$ cat src/rtl/gcr_pkg.sv
package gcr_pkg;
  localparam int REG_W     = 16;
  localparam int NUM_CTRL  = 8;
  localparam int NUM_SLOTS = 11;
  localparam int SLOT_W    = 4;

  // word slots = byte offset / 4
  localparam int SLOT_STATUS  = 2;
  localparam int SLOT_POWER   = 3;
  localparam int SLOT_DIR     = 8;
  localparam int SLOT_LEVEL_A = 9;
  localparam int SLOT_LEVEL_B = 10;

  localparam logic [REG_W-1:0] STATUS_VALUE = 16'h0002;
  localparam int               PWR_TRIG_BIT = 7;
  localparam logic [REG_W-1:0] PWR_FORCE    = 16'h8040;

  function automatic logic [REG_W-1:0] power_fix(input logic [REG_W-1:0] v);
    return v[PWR_TRIG_BIT] ? (v | PWR_FORCE) : v;
  endfunction

  function automatic logic [REG_W-1:0] dir_mask(input logic [REG_W-1:0] lvl,
                                                input logic [REG_W-1:0] dir);
    return lvl & dir;
  endfunction

  // replace only the bits flagged in chg with the pin state
  function automatic logic [REG_W-1:0] apply_edges(input logic [REG_W-1:0] lvl,
                                                   input logic [REG_W-1:0] pins,
                                                   input logic [REG_W-1:0] chg);
    return (lvl & ~chg) | (pins & chg);
  endfunction
endpackage

$ cat src/rtl/gcr_sync.sv
module gcr_sync #(
  parameter int W      = 16,
  parameter int STAGES = 2
) (
  input  logic         clk,
  input  logic         rst_n,
  input  logic [W-1:0] din,
  output logic [W-1:0] dout
);
  logic [STAGES-1:0][W-1:0] st_q;

  always_ff @(posedge clk or negedge rst_n) begin
    if (!rst_n) begin
      st_q <= '0;
    end else begin
      st_q[0] <= din;
      for (int i = 1; i < STAGES; i++) st_q[i] <= st_q[i-1];
    end
  end

  assign dout = st_q[STAGES-1];
endmodule

$ cat src/rtl/gcr_decode.sv
module gcr_decode
  import gcr_pkg::*;
(
  input  logic [5:0]           off,
  input  logic                 we,
  output logic                 hit,
  output logic [SLOT_W-1:0]    slot,
  output logic [NUM_SLOTS-1:0] wr_slot
);
  logic aligned;

  assign aligned = (off[1:0] == 2'b00);
  assign slot    = off[5:2];
  assign hit     = aligned && (slot < SLOT_W'(NUM_SLOTS));

  for (genvar i = 0; i < NUM_SLOTS; i++) begin : g_wr
    assign wr_slot[i] = we && hit && (slot == SLOT_W'(i));
  end
endmodule

$ cat src/rtl/gcr_ctrl_regs.sv
module gcr_ctrl_regs
  import gcr_pkg::*;
(
  input  logic                          clk,
  input  logic                          rst_n,
  input  logic [NUM_CTRL-1:0]           wr_slot,
  input  logic [REG_W-1:0]              wdata,
  input  logic [$clog2(NUM_CTRL)-1:0]   rd_idx,
  output logic [REG_W-1:0]              rd_val
);
  logic [REG_W-1:0]          regs [NUM_CTRL];
  logic [NUM_CTRL*REG_W-1:0] regs_flat;
  logic                      unused_status_we;

  assign unused_status_we = wr_slot[SLOT_STATUS];

  for (genvar i = 0; i < NUM_CTRL; i++) begin : g_reg
    if (i == SLOT_STATUS) begin : g_status
      assign regs[i] = STATUS_VALUE;
    end else if (i == SLOT_POWER) begin : g_power
      logic [REG_W-1:0] q;
      always_ff @(posedge clk or negedge rst_n) begin
        if (!rst_n)          q <= '0;
        else if (wr_slot[i]) q <= power_fix(wdata);
      end
      assign regs[i] = q;
    end else begin : g_plain
      logic [REG_W-1:0] q;
      always_ff @(posedge clk or negedge rst_n) begin
        if (!rst_n)          q <= '0;
        else if (wr_slot[i]) q <= wdata;
      end
      assign regs[i] = q;
    end
    assign regs_flat[i*REG_W +: REG_W] = regs[i];
  end

  assign rd_val = regs[rd_idx];

  // forced bits after a trigger write
  p_power_force_r4: assert property (@(posedge clk) disable iff (!rst_n)
    wr_slot[SLOT_POWER] && wdata[PWR_TRIG_BIT] |=> (regs[SLOT_POWER] & PWR_FORCE) == PWR_FORCE);
  // plain store when trigger bit is clear
  p_power_plain_r4: assert property (@(posedge clk) disable iff (!rst_n)
    wr_slot[SLOT_POWER] && !wdata[PWR_TRIG_BIT] |=> regs[SLOT_POWER] == $past(wdata));
  // nothing moves without a strobe to a storing slot
  p_ctrl_hold_r11: assert property (@(posedge clk) disable iff (!rst_n)
    (wr_slot & ~(NUM_CTRL'(1) << SLOT_STATUS)) == '0 |=> $stable(regs_flat));
endmodule

$ cat src/rtl/gcr_gpio_core.sv
module gcr_gpio_core
  import gcr_pkg::*;
(
  input  logic             clk,
  input  logic             rst_n,
  input  logic             dir_we,
  input  logic             lvl_we,
  input  logic [REG_W-1:0] wdata,
  input  logic [REG_W-1:0] pins_sync,
  output logic [REG_W-1:0] dir_q,
  output logic [REG_W-1:0] level_q,
  output logic [REG_W-1:0] out_q
);
  logic [REG_W-1:0] seen_q;
  logic [REG_W-1:0] pin_chg;
  logic [REG_W-1:0] level_d;
  logic [REG_W-1:0] dir_d;
  logic [REG_W-1:0] out_next;
  logic [REG_W-1:0] upd_bits;
  logic             refresh;

  assign pin_chg  = pins_sync ^ seen_q;
  assign dir_d    = dir_we ? wdata : dir_q;
  assign level_d  = lvl_we ? dir_mask(wdata, dir_q)
                           : apply_edges(level_q, pins_sync, pin_chg);
  assign refresh  = dir_we || lvl_we;
  assign out_next = dir_mask(level_d, dir_d);
  assign upd_bits = refresh ? (out_q ^ out_next) : '0;

  always_ff @(posedge clk or negedge rst_n) begin
    if (!rst_n) begin
      seen_q  <= '0;
      dir_q   <= '0;
      level_q <= '0;
      out_q   <= '0;
    end else begin
      seen_q  <= pins_sync;
      dir_q   <= dir_d;
      level_q <= level_d;
      out_q   <= out_q ^ upd_bits;
    end
  end

  p_level_masked_r6: assert property (@(posedge clk) disable iff (!rst_n)
    lvl_we |=> (level_q & ~dir_q) == '0);
  p_out_refresh_r7: assert property (@(posedge clk) disable iff (!rst_n)
    refresh |=> out_q == (level_q & dir_q));
  p_out_hold_r8: assert property (@(posedge clk) disable iff (!rst_n)
    !refresh |=> $stable(out_q));
  p_input_edge_r9: assert property (@(posedge clk) disable iff (!rst_n)
    !lvl_we |=> ((level_q ^ $past(pins_sync)) & $past(pin_chg)) == '0);
  p_write_wins_r10: assert property (@(posedge clk) disable iff (!rst_n)
    lvl_we |=> level_q == ($past(wdata) & $past(dir_q)));
  p_dir_no_remask_r12: assert property (@(posedge clk) disable iff (!rst_n)
    dir_we && !lvl_we && pin_chg == '0 |=> $stable(level_q));
endmodule

$ cat src/rtl/gpio_companion_regs.sv
module gpio_companion_regs
  import gcr_pkg::*;
#(
  parameter int ADDR_W      = 12,
  parameter int DATA_W      = 32,
  parameter int SYNC_STAGES = 2
) (
  input  logic              clk,
  input  logic              rst_n,
  input  logic [ADDR_W-1:0] bus_addr,
  input  logic              bus_we,
  input  logic [DATA_W-1:0] bus_wdata,
  output logic [REG_W-1:0]  bus_rdata,
  input  logic [REG_W-1:0]  gpio_in,
  output logic [REG_W-1:0]  gpio_out
);
  localparam int CTRL_IDX_W = $clog2(NUM_CTRL);

  logic [REG_W-1:0]     wdata16;
  logic                 rd_hit;
  logic [SLOT_W-1:0]    slot;
  logic [NUM_SLOTS-1:0] wr_slot;
  logic [REG_W-1:0]     ctrl_val;
  logic [REG_W-1:0]     dir_q;
  logic [REG_W-1:0]     level_q;
  logic [REG_W-1:0]     pins_sync;
  logic                 lvl_we;
  logic                 unused_hi;

  assign wdata16   = bus_wdata[REG_W-1:0];
  assign unused_hi = ^{bus_addr[ADDR_W-1:6], bus_wdata[DATA_W-1:REG_W]};

  gcr_decode u_decode (
    .off     (bus_addr[5:0]),
    .we      (bus_we),
    .hit     (rd_hit),
    .slot    (slot),
    .wr_slot (wr_slot)
  );

  gcr_ctrl_regs u_ctrl (
    .clk     (clk),
    .rst_n   (rst_n),
    .wr_slot (wr_slot[NUM_CTRL-1:0]),
    .wdata   (wdata16),
    .rd_idx  (slot[CTRL_IDX_W-1:0]),
    .rd_val  (ctrl_val)
  );

  gcr_sync #(.W(REG_W), .STAGES(SYNC_STAGES)) u_sync (
    .clk   (clk),
    .rst_n (rst_n),
    .din   (gpio_in),
    .dout  (pins_sync)
  );

  assign lvl_we = wr_slot[SLOT_LEVEL_A] || wr_slot[SLOT_LEVEL_B];

  gcr_gpio_core u_gpio (
    .clk       (clk),
    .rst_n     (rst_n),
    .dir_we    (wr_slot[SLOT_DIR]),
    .lvl_we    (lvl_we),
    .wdata     (wdata16),
    .pins_sync (pins_sync),
    .dir_q     (dir_q),
    .level_q   (level_q),
    .out_q     (gpio_out)
  );

  always_comb begin
    bus_rdata = '0;
    if (rd_hit) begin
      if (slot < SLOT_W'(NUM_CTRL))              bus_rdata = ctrl_val;
      else if (slot == SLOT_W'(SLOT_DIR))        bus_rdata = dir_q;
      else                                       bus_rdata = level_q;
    end
  end

  // fixed status value seen at the port
  p_status_read_r5: assert property (@(posedge clk) disable iff (!rst_n)
    rd_hit && slot == SLOT_W'(SLOT_STATUS) |-> bus_rdata == STATUS_VALUE);
  // both level aliases return the same word
  p_level_alias_r6: assert property (@(posedge clk) disable iff (!rst_n)
    rd_hit && (slot == SLOT_W'(SLOT_LEVEL_A) || slot == SLOT_W'(SLOT_LEVEL_B)) |-> bus_rdata == level_q);
endmodule

$ cat config.mk
export PLATFORM = sky130hd
export DESIGN_NAME = gpio_companion_regs
export DESIGN_NICKNAME = d
export VERILOG_FILES = /design/src/rtl/gcr_pkg.sv /design/src/rtl/gcr_sync.sv /design/src/rtl/gcr_decode.sv /design/src/rtl/gcr_ctrl_regs.sv /design/src/rtl/gcr_gpio_core.sv /design/src/rtl/gpio_companion_regs.sv
export SDC_FILE = /design/constraint.sdc
export NUM_CORES = 1
export LEC_CHECK = 0
export BUFFER_PORTS_ARGS = -buffer_cell sky130_fd_sc_hd__buf_2
export CORE_MARGIN = 4
export CORE_UTILIZATION = 25
export CTS_CLUSTER_SIZE = 12
export DETAILED_ROUTE_END_ITERATION = 8
export PLACE_DENSITY = 0.51
export SLEW_MARGIN = 25
export SYNTH_ARGS = -nofsm -noshare
export SYNTH_HDL_FRONTEND = slang
export SYNTH_SLANG_ARGS = --single-unit
$ cat constraint.sdc
create_clock -name clk -period 2.8 [get_ports clk]
set_input_delay 0.56 -clock clk [delete_from_list [all_inputs] [get_ports clk]]
set_output_delay 0.56 -clock clk [all_outputs]
set_load 0.01 [all_outputs]
==> results of run 1 <==
-- cells in the mapped netlist, types with 2 or more instances --
master / count / share of area
nand2_2: 3 / 0.0021
clkbuf_1: 22 / 0.0092
buf_2: 12 / 0.0067
mux2i_1: 33 / 0.037
o21ai_0: 63 / 0.035
nor2_1: 30 / 0.013
o21ai_1: 2 / 0.0011
buf_4: 8 / 0.0067
a221oi_1: 3 / 0.0029
nand3_2: 2 / 0.0022
a31oi_1: 11 / 0.0077
nand3_1: 2 / 0.0011
nand2_1: 60 / 0.025
mux2_2: 137 / 0.17
a311oi_1: 2 / 0.0020
buf_1: 14 / 0.0059
o31a_1: 11 / 0.011
dfrtp_1: 208 / 0.58
nor3_1: 11 / 0.0062
a211oi_1: 3 / 0.0025
a22oi_1: 11 / 0.0092
a21oi_1: 7 / 0.0039
o22ai_1: 12 / 0.0084
a22o_1: 3 / 0.0029
mux2_1: 4 / 0.0050
a32oi_1: 16 / 0.016
nand3b_4: 2 / 0.0045
-- cell type report --
type	count	area, µm²
Fill cell	3635	24600
Sequential cell	208	5200
Multi-Input combinational cell	443	3500
Timing Repair Buffer	110	778
Clock buffer	34	677
Tap cell	461	577
Clock inverter	5	56.3
Inverter	1	3.75
-- repair_timing --
action / CTS / global route
endpoints found under the setup margin: 0 / 7
hold endpoints to repair: 8 / 0
hold buffers: 1 / 0
gates resized for setup: 0 / 7
-- state kept, by name, indices dropped and copies added (netlist names), named ones only --
register            count
u_gpio.seen_q          16
u_gpio.dir_q           16
u_sync.st_q            16
u_ctrl.g.g_power.q     16
u_sync.dout            16
u_gpio.level_q         16
u_ctrl.g.g_plain.q     96
-- cell usage in the layout, fill, tap and decap left out, types with 9 or more instances in the layout --
cell type / count
a32oi_1: 16
clkbuf_16: 23
dfrtp_1: 208
nand2_1: 60
buf_12: 9
nor3_1: 11
o21ai_0: 63
buf_2: 71
a22oi_1: 11
buf_4: 26
mux2i_1: 33
o22ai_1: 12
mux2_2: 137
nor2_1: 30
o31a_1: 11
-- metal layers --
metal	share of wire	global-route usage	vias up
li1	-	-	2730
met2	0.46	0.187	125
met4	0.018	0.0265	0
met3	0.040	0.0184	27
met5	0	0	-
met1	0.48	0.174	3028
-- kinds of logic after synthesis --
logic type,after synthesis,share of synthesized area
flip-flops,208,0.582
multiplexers,174,0.214
buffers and inverters,59,0.0308
XOR/XNOR,1,0.000979
AND/OR/NAND/NOR,122,0.0674
AO/OA/AOI/OAI,145,0.103
adder cells (fa/ha/maj),1,0.00112
-- per-stage QoR --
step,util,area (µm²),cells
4_1_cts,0.304,10800,1262
2_1_floorplan,-,8950,710
3_5_place_dp,0.283,10000,1222
3_3_place_gp,0.283,10000,1222
5_1_grt,0.305,10800,1262
6_report,0.305,10800,1262
-- where the power goes --
part           internal, mW  switching (mW)  total [mW]
logic                 0.412           0.419       0.831
registers              3.34           0.174        3.51
clock network          1.76            1.18        2.93
total                  5.51            1.77        7.27
-- path summary, 6_finish.rpt --
kind,startpoint,end,depth (start not counted)
worst max-delay path,bus_addr[3],bus_rdata[13],8
worst min-delay path,gpio_in[8],u_sync.st_q[8]$_DFF_PN0_,1
worst max register to register,u_sync.dout[12]$_DFF_PN0_,flop,3
worst min register to register,u_sync.st_q[6]$_DFF_PN0_,u_sync.dout[6]$_DFF_PN0_,0
max in group asynchronous,rst_n,u_ctrl.g_reg[5].g_plain.q[0]$_DFFE_PN0P_,3
min in group asynchronous,rst_n,u_sync.st_q[10]$_DFF_PN0_,2
==> summary.md, run 1 <==
| Metric | Value |
|---|---|
| Yosys reg bits | 208 |
| Layout area overhead | 20.7% |
| Largest net degree at the start of global routing | 61 |
| Antenna violations before repair | 1 |
| Number of global-route vias before repair | 6047 |
| Layout cells sized above 1 | 0.371 |
| Worst-path cell chain | buf_2 -> buf_12 -> nor4b_2 -> buf_4 -> nand2_1 -> a31oi_1 -> o31a_1 -> buf_2 |
| Total design power | 7.27 mW |
| Crit Path Class | primary input to primary output |
| Clock transition at path regs | 60 ps |
| Library cells used by synthesis | 45 |
| Syn Nets | 773 |
| Worst path max stage delay | 290 ps |
| Dpl ws | 89.8 ps |
| Setup Buffers After CTS | 0 |
| MaxCap Viol Count | 0 |
| Critical Path RT | 2240 ps |
| Prevailing post-synth register cell | dfrtp_1 |
| 1st-pass router iterations | 5 |
| Final Hold Vio Count | 0 |
| Die area | 0.0389 mm² |
| Reg2Reg Setup Slack | 1600 ps |
| Startpoint Class | primary input |
| # nets final | 850 |
| Netlist Area Pre-Place | 0.00895 mm² |
| CTS tree | done |
| Most numerous cell on the critical path | buf_2 |
| Final WL | 23100 µm |
| First-pass GRT wire length | 36500 µm |
| Peak VDD IR | 426 µV |
| Syn Area/Cell | 12.6 µm² |
| Worst-Margin Slew | 580 ps |
| Max-slew violations | 0 |
| Setup ws final | 94.5 ps |
| CP max FO | 13 |
| Pwr/cell area | 674 mW/mm² |
| Class of the worst hold path | primary input to flop |
| GPL Wtd Cong | 0.784 |
| Gr ovfl total | 0 |
| Routed WL per cell | 18.3 µm |
| Final worst-path cycle share | 0.966 |
| Core box area | 0.0354 mm² |
| Async S/R FF share, synth | 1.00 |
| Worst Skew | 10.3 ps |
| Via density | 4.68 |
| Unrepaired setup endpoints after global routing | no |
| Io pins | 95 |
| Sequential area share after synthesis | 0.582 |
| Buf+Inv Stages, Crit Path | 4 |
| Fmax | 0.370 GHz |
| Post-route setup TNS | 0 ps |
| DRT iter0 DRCs | 289 |
| DP HPWL | 15500 µm |
| Die X | 197 µm |
| # setup viols final | 0 |
| Num rows | 69 |
| WHS | 156 ps |
| Clock sinks | 208 |
| Initial Utilization | 0.253 |
| Relative slew slack | 0.613 |
| DRC | 0 |
| Die Height | 197 µm |
| CTS root buf | clkbuf_16 |
| Post-DRT Antenna Nets | 0 |
| Later-pin clock latency in the skew report | 500 ps |
| CP endpoint kind | primary output |
| Slowest CP cell | a31oi_1 |
| Antenna diodes | 0 |
| Max clock buf depth | 3 |
| Post-synth EDFFs | 0 |
| CP arrival | 2150 ps |
| Total CTS buffers | 23 |
| Yosys warnings | 0 |
| Port bufs | 72 |
| H-Tree Depth | 1 |
| Vias | 5910 |
| Synth Instances | 710 |
| Fin crit period | 2710 ps |
| Worst path top cell family by delay | buffers and inverters |
| Total GRT Usage | 0.119 |
| Outcome | finished clean |
| Leakage power | 4.98 nW |
No activity file was read; power rests on OpenSTA's default activity.
==> run 2, diff against run 1 <==
CORE_MARGIN = 2   (was 4)
clock period = 2.5 ns   (was 2.8 ns; I/O delays follow)
==> run 2 against run 1 <==
Clock skew is 4.8 ps lower. Die area shrank 4.0%. Flip-flop and latch count unchanged. Cell count up 2.1%. Clock-buffer cell count shrank 1. Setup slack got worse by 83 ps. Core utilization grew 1.2 points. Via count is 0.76% higher. Register-to-register slack lost 320 ps. Critical endpoint is now bus_rdata[14].
==> summary.md, run 2 (synthesized netlist as in run 1, its figures left out) <==
| Metric | Value |
|---|---|
| Outcome | finished clean |
| Die area | 0.0373 mm² (-4.0%) |
| Most frequent cells in the layout | 208 x dfrtp_1, 137 x mux2_2, 63 x o21ai_0, 61 x buf_2, 54 x nand2_1 |
| DRT iter0 DRCs | 253 (-12%) |
| CP endpoint kind | primary output |
| Worst path max stage delay | 370 ps (+80 ps) |
| Total design power | 8.37 mW (+15%) |
| Crit Path Class | primary input to primary output |
| Core box area | 0.0354 mm² (unchanged) |
| Commonest non-fill, non-tap cell in the layout | dfrtp_1 |
| Setup Buffers After CTS | 0 (unchanged) |
| Fmax | 0.402 GHz |
| CTS tree | done |
| Setup ws final | 11.9 ps (-82.6 ps) |
| Antenna violations before repair | 1 (unchanged) |
| Routed WL per cell | 18.3 µm (-0.34%) |
| Most numerous cell on the critical path | buf_6 |
| Worst path top cell family by delay | buffers and inverters |
| Initial Utilization | 0.253 (unchanged) |
| Slowest CP cell | nor4b_4 |
| Post-Layout Inst Area | 0.0112 mm² (+3.8%) |
| Total GRT Usage | 0.128 (+0.00888) |
| Class of the worst hold path | primary input to flop |
| Port bufs | 72 (unchanged) |
| Reg2Reg Setup Slack | 1280 ps (-320 ps) |
| Total CTS buffers | 23 (unchanged) |
| Startpoint Class | primary input |
| Largest net degree at the start of global routing | 66 (+8.2%) |
| Post-Place Cells | 1246 (+2.0%) |
| First-pass GRT wire length | 36500 µm (about the same) |
| # nets final | 875 (+2.9%) |
| Max-slew violations | 0 (unchanged) |
| Die X | 193 µm (-2.0%) |
| Clock sinks | 208 (unchanged) |
| Via density | 4.62 (-1.3%) |
| Largest Register | u_ctrl.g.g_plain.q |
| Peak VDD IR | 468 µV (+9.8%) |
| Worst-Margin Slew | 584 ps (+4.33 ps) |
| DP HPWL | 16000 µm (+3.0%) |
| Fin util | 0.317 (+0.0116) |
| Buf+Inv Stages, Crit Path | 4 (unchanged) |
| Unrepaired setup endpoints after global routing | yes |
| GPL Wtd Cong | 0.747 (-4.7%) |
| Final Hold Vio Count | 0 (unchanged) |
| Max clock buf depth | 3 (unchanged) |
| Layout area overhead | 25.2% |
| Post-DRT Antenna Nets | 0 (unchanged) |
| CP arrival | 1990 ps (-160 ps) |
| Io pins | 95 (unchanged) |
| Number of global-route vias before repair | 6130 (+1.4%) |
| # setup viols final | 0 (unchanged) |
| Pwr/cell area | 747 mW/mm² (+11%) |
| Vias | 5955 (+0.76%) |
| Gr ovfl total | 0 (unchanged) |
| CTS root buf | clkbuf_16 |
| Fin cells | 1288 (+2.1%) |
| Flip-flop count of the largest register after layout | 96 (unchanged) |
| Final WL | 23500 µm (+1.7%) |
| Post-route setup TNS | 0 ps (unchanged) |
| 1st-pass router iterations | 4 (-1) |
| Final worst-path cycle share | 0.995 |
| DRC | 0 (unchanged) |
| Clock transition at path regs | 60 ps (about the same) |
| Later-pin clock latency in the skew report | 510 ps (about the same) |
| Worst-path cell chain | buf_12 -> buf_6 -> nor4b_4 -> buf_6 -> nand2_4 -> a31oi_4 -> o31a_1 -> buf_2 |
| Cell Area, Placed | 0.0102 mm² (+1.7%) |
| Leakage power | 5.17 nW (+3.9%) |
| Relative slew slack | 0.610 (-0.00289) |
| Worst Skew | 5.44 ps (-4.82 ps) |
| MaxCap Viol Count | 0 (unchanged) |
| WHS | 89.6 ps (-66.4 ps) |
| H-Tree Depth | 1 (unchanged) |
| CP max FO | 6 (-7) |
| Layout cells sized above 1 | 0.411 (+0.0401) |
| Num rows | 69 (unchanged) |
| Fin crit period | 2490 ps |
| Dpl ws | -106 ps (-196 ps) |
| Critical Path RT | 2000 ps (-240 ps) |
| Die Height | 193 µm (-2.0%) |
## run 2: routing by layer
layer  share of wire  vias to the layer above  GRT usage
li1                -                     2783          -
met1            0.48                     3044      0.180
met2            0.47                       92      0.204
met3           0.037                       36     0.0195
met4           0.018                        0     0.0361
met5               0                        -          0
## run 2: worst paths after layout
check	from	to	depth (start not counted)
max	bus_addr[3]	bus_rdata[14]	8
min	gpio_in[11]	u_sync.st_q[11]$_DFF_PN0_	1
max reg2reg	u_gpio.level_q[12]$_DFF_PN0_	flop	3
min reg2reg	u_sync.st_q[13]$_DFF_PN0_	u_sync.dout[13]$_DFF_PN0_	0
max in group asynchronous	rst_n	u_ctrl.g_reg[1].g_plain.q[8]$_DFFE_PN0P_	3
min in group asynchronous	rst_n	u_sync.st_q[9]$_DFF_PN0_	2
## run 2: cell type report
type / instances / area [µm²]
clock inverter: 5 / 78.8
inverter: 1 / 3.75
tap: 461 / 577
antenna: 2 / 5.00
timing repair buffer: 135 / 1020
sequential: 208 / 5200
fill: 3582 / 24200
multi-input combinational: 443 / 3620
clock buffer: 33 / 693
## run 2: report_power, final
group	internal, mW	switching (mW)	total, mW
registers	3.74	0.200	3.94
clock network	2.11	1.34	3.45
logic	0.492	0.489	0.981
## run 2: timing repair
action | 4_1_cts | 5_1_grt
pin swaps | 0 | 15
cloned | 0 | 1
endpoints found under the setup margin | 16 | 16
hold buffers | 1 | 0
gates resized for setup | 11 | 45
hold endpoints to repair | 59 | 0
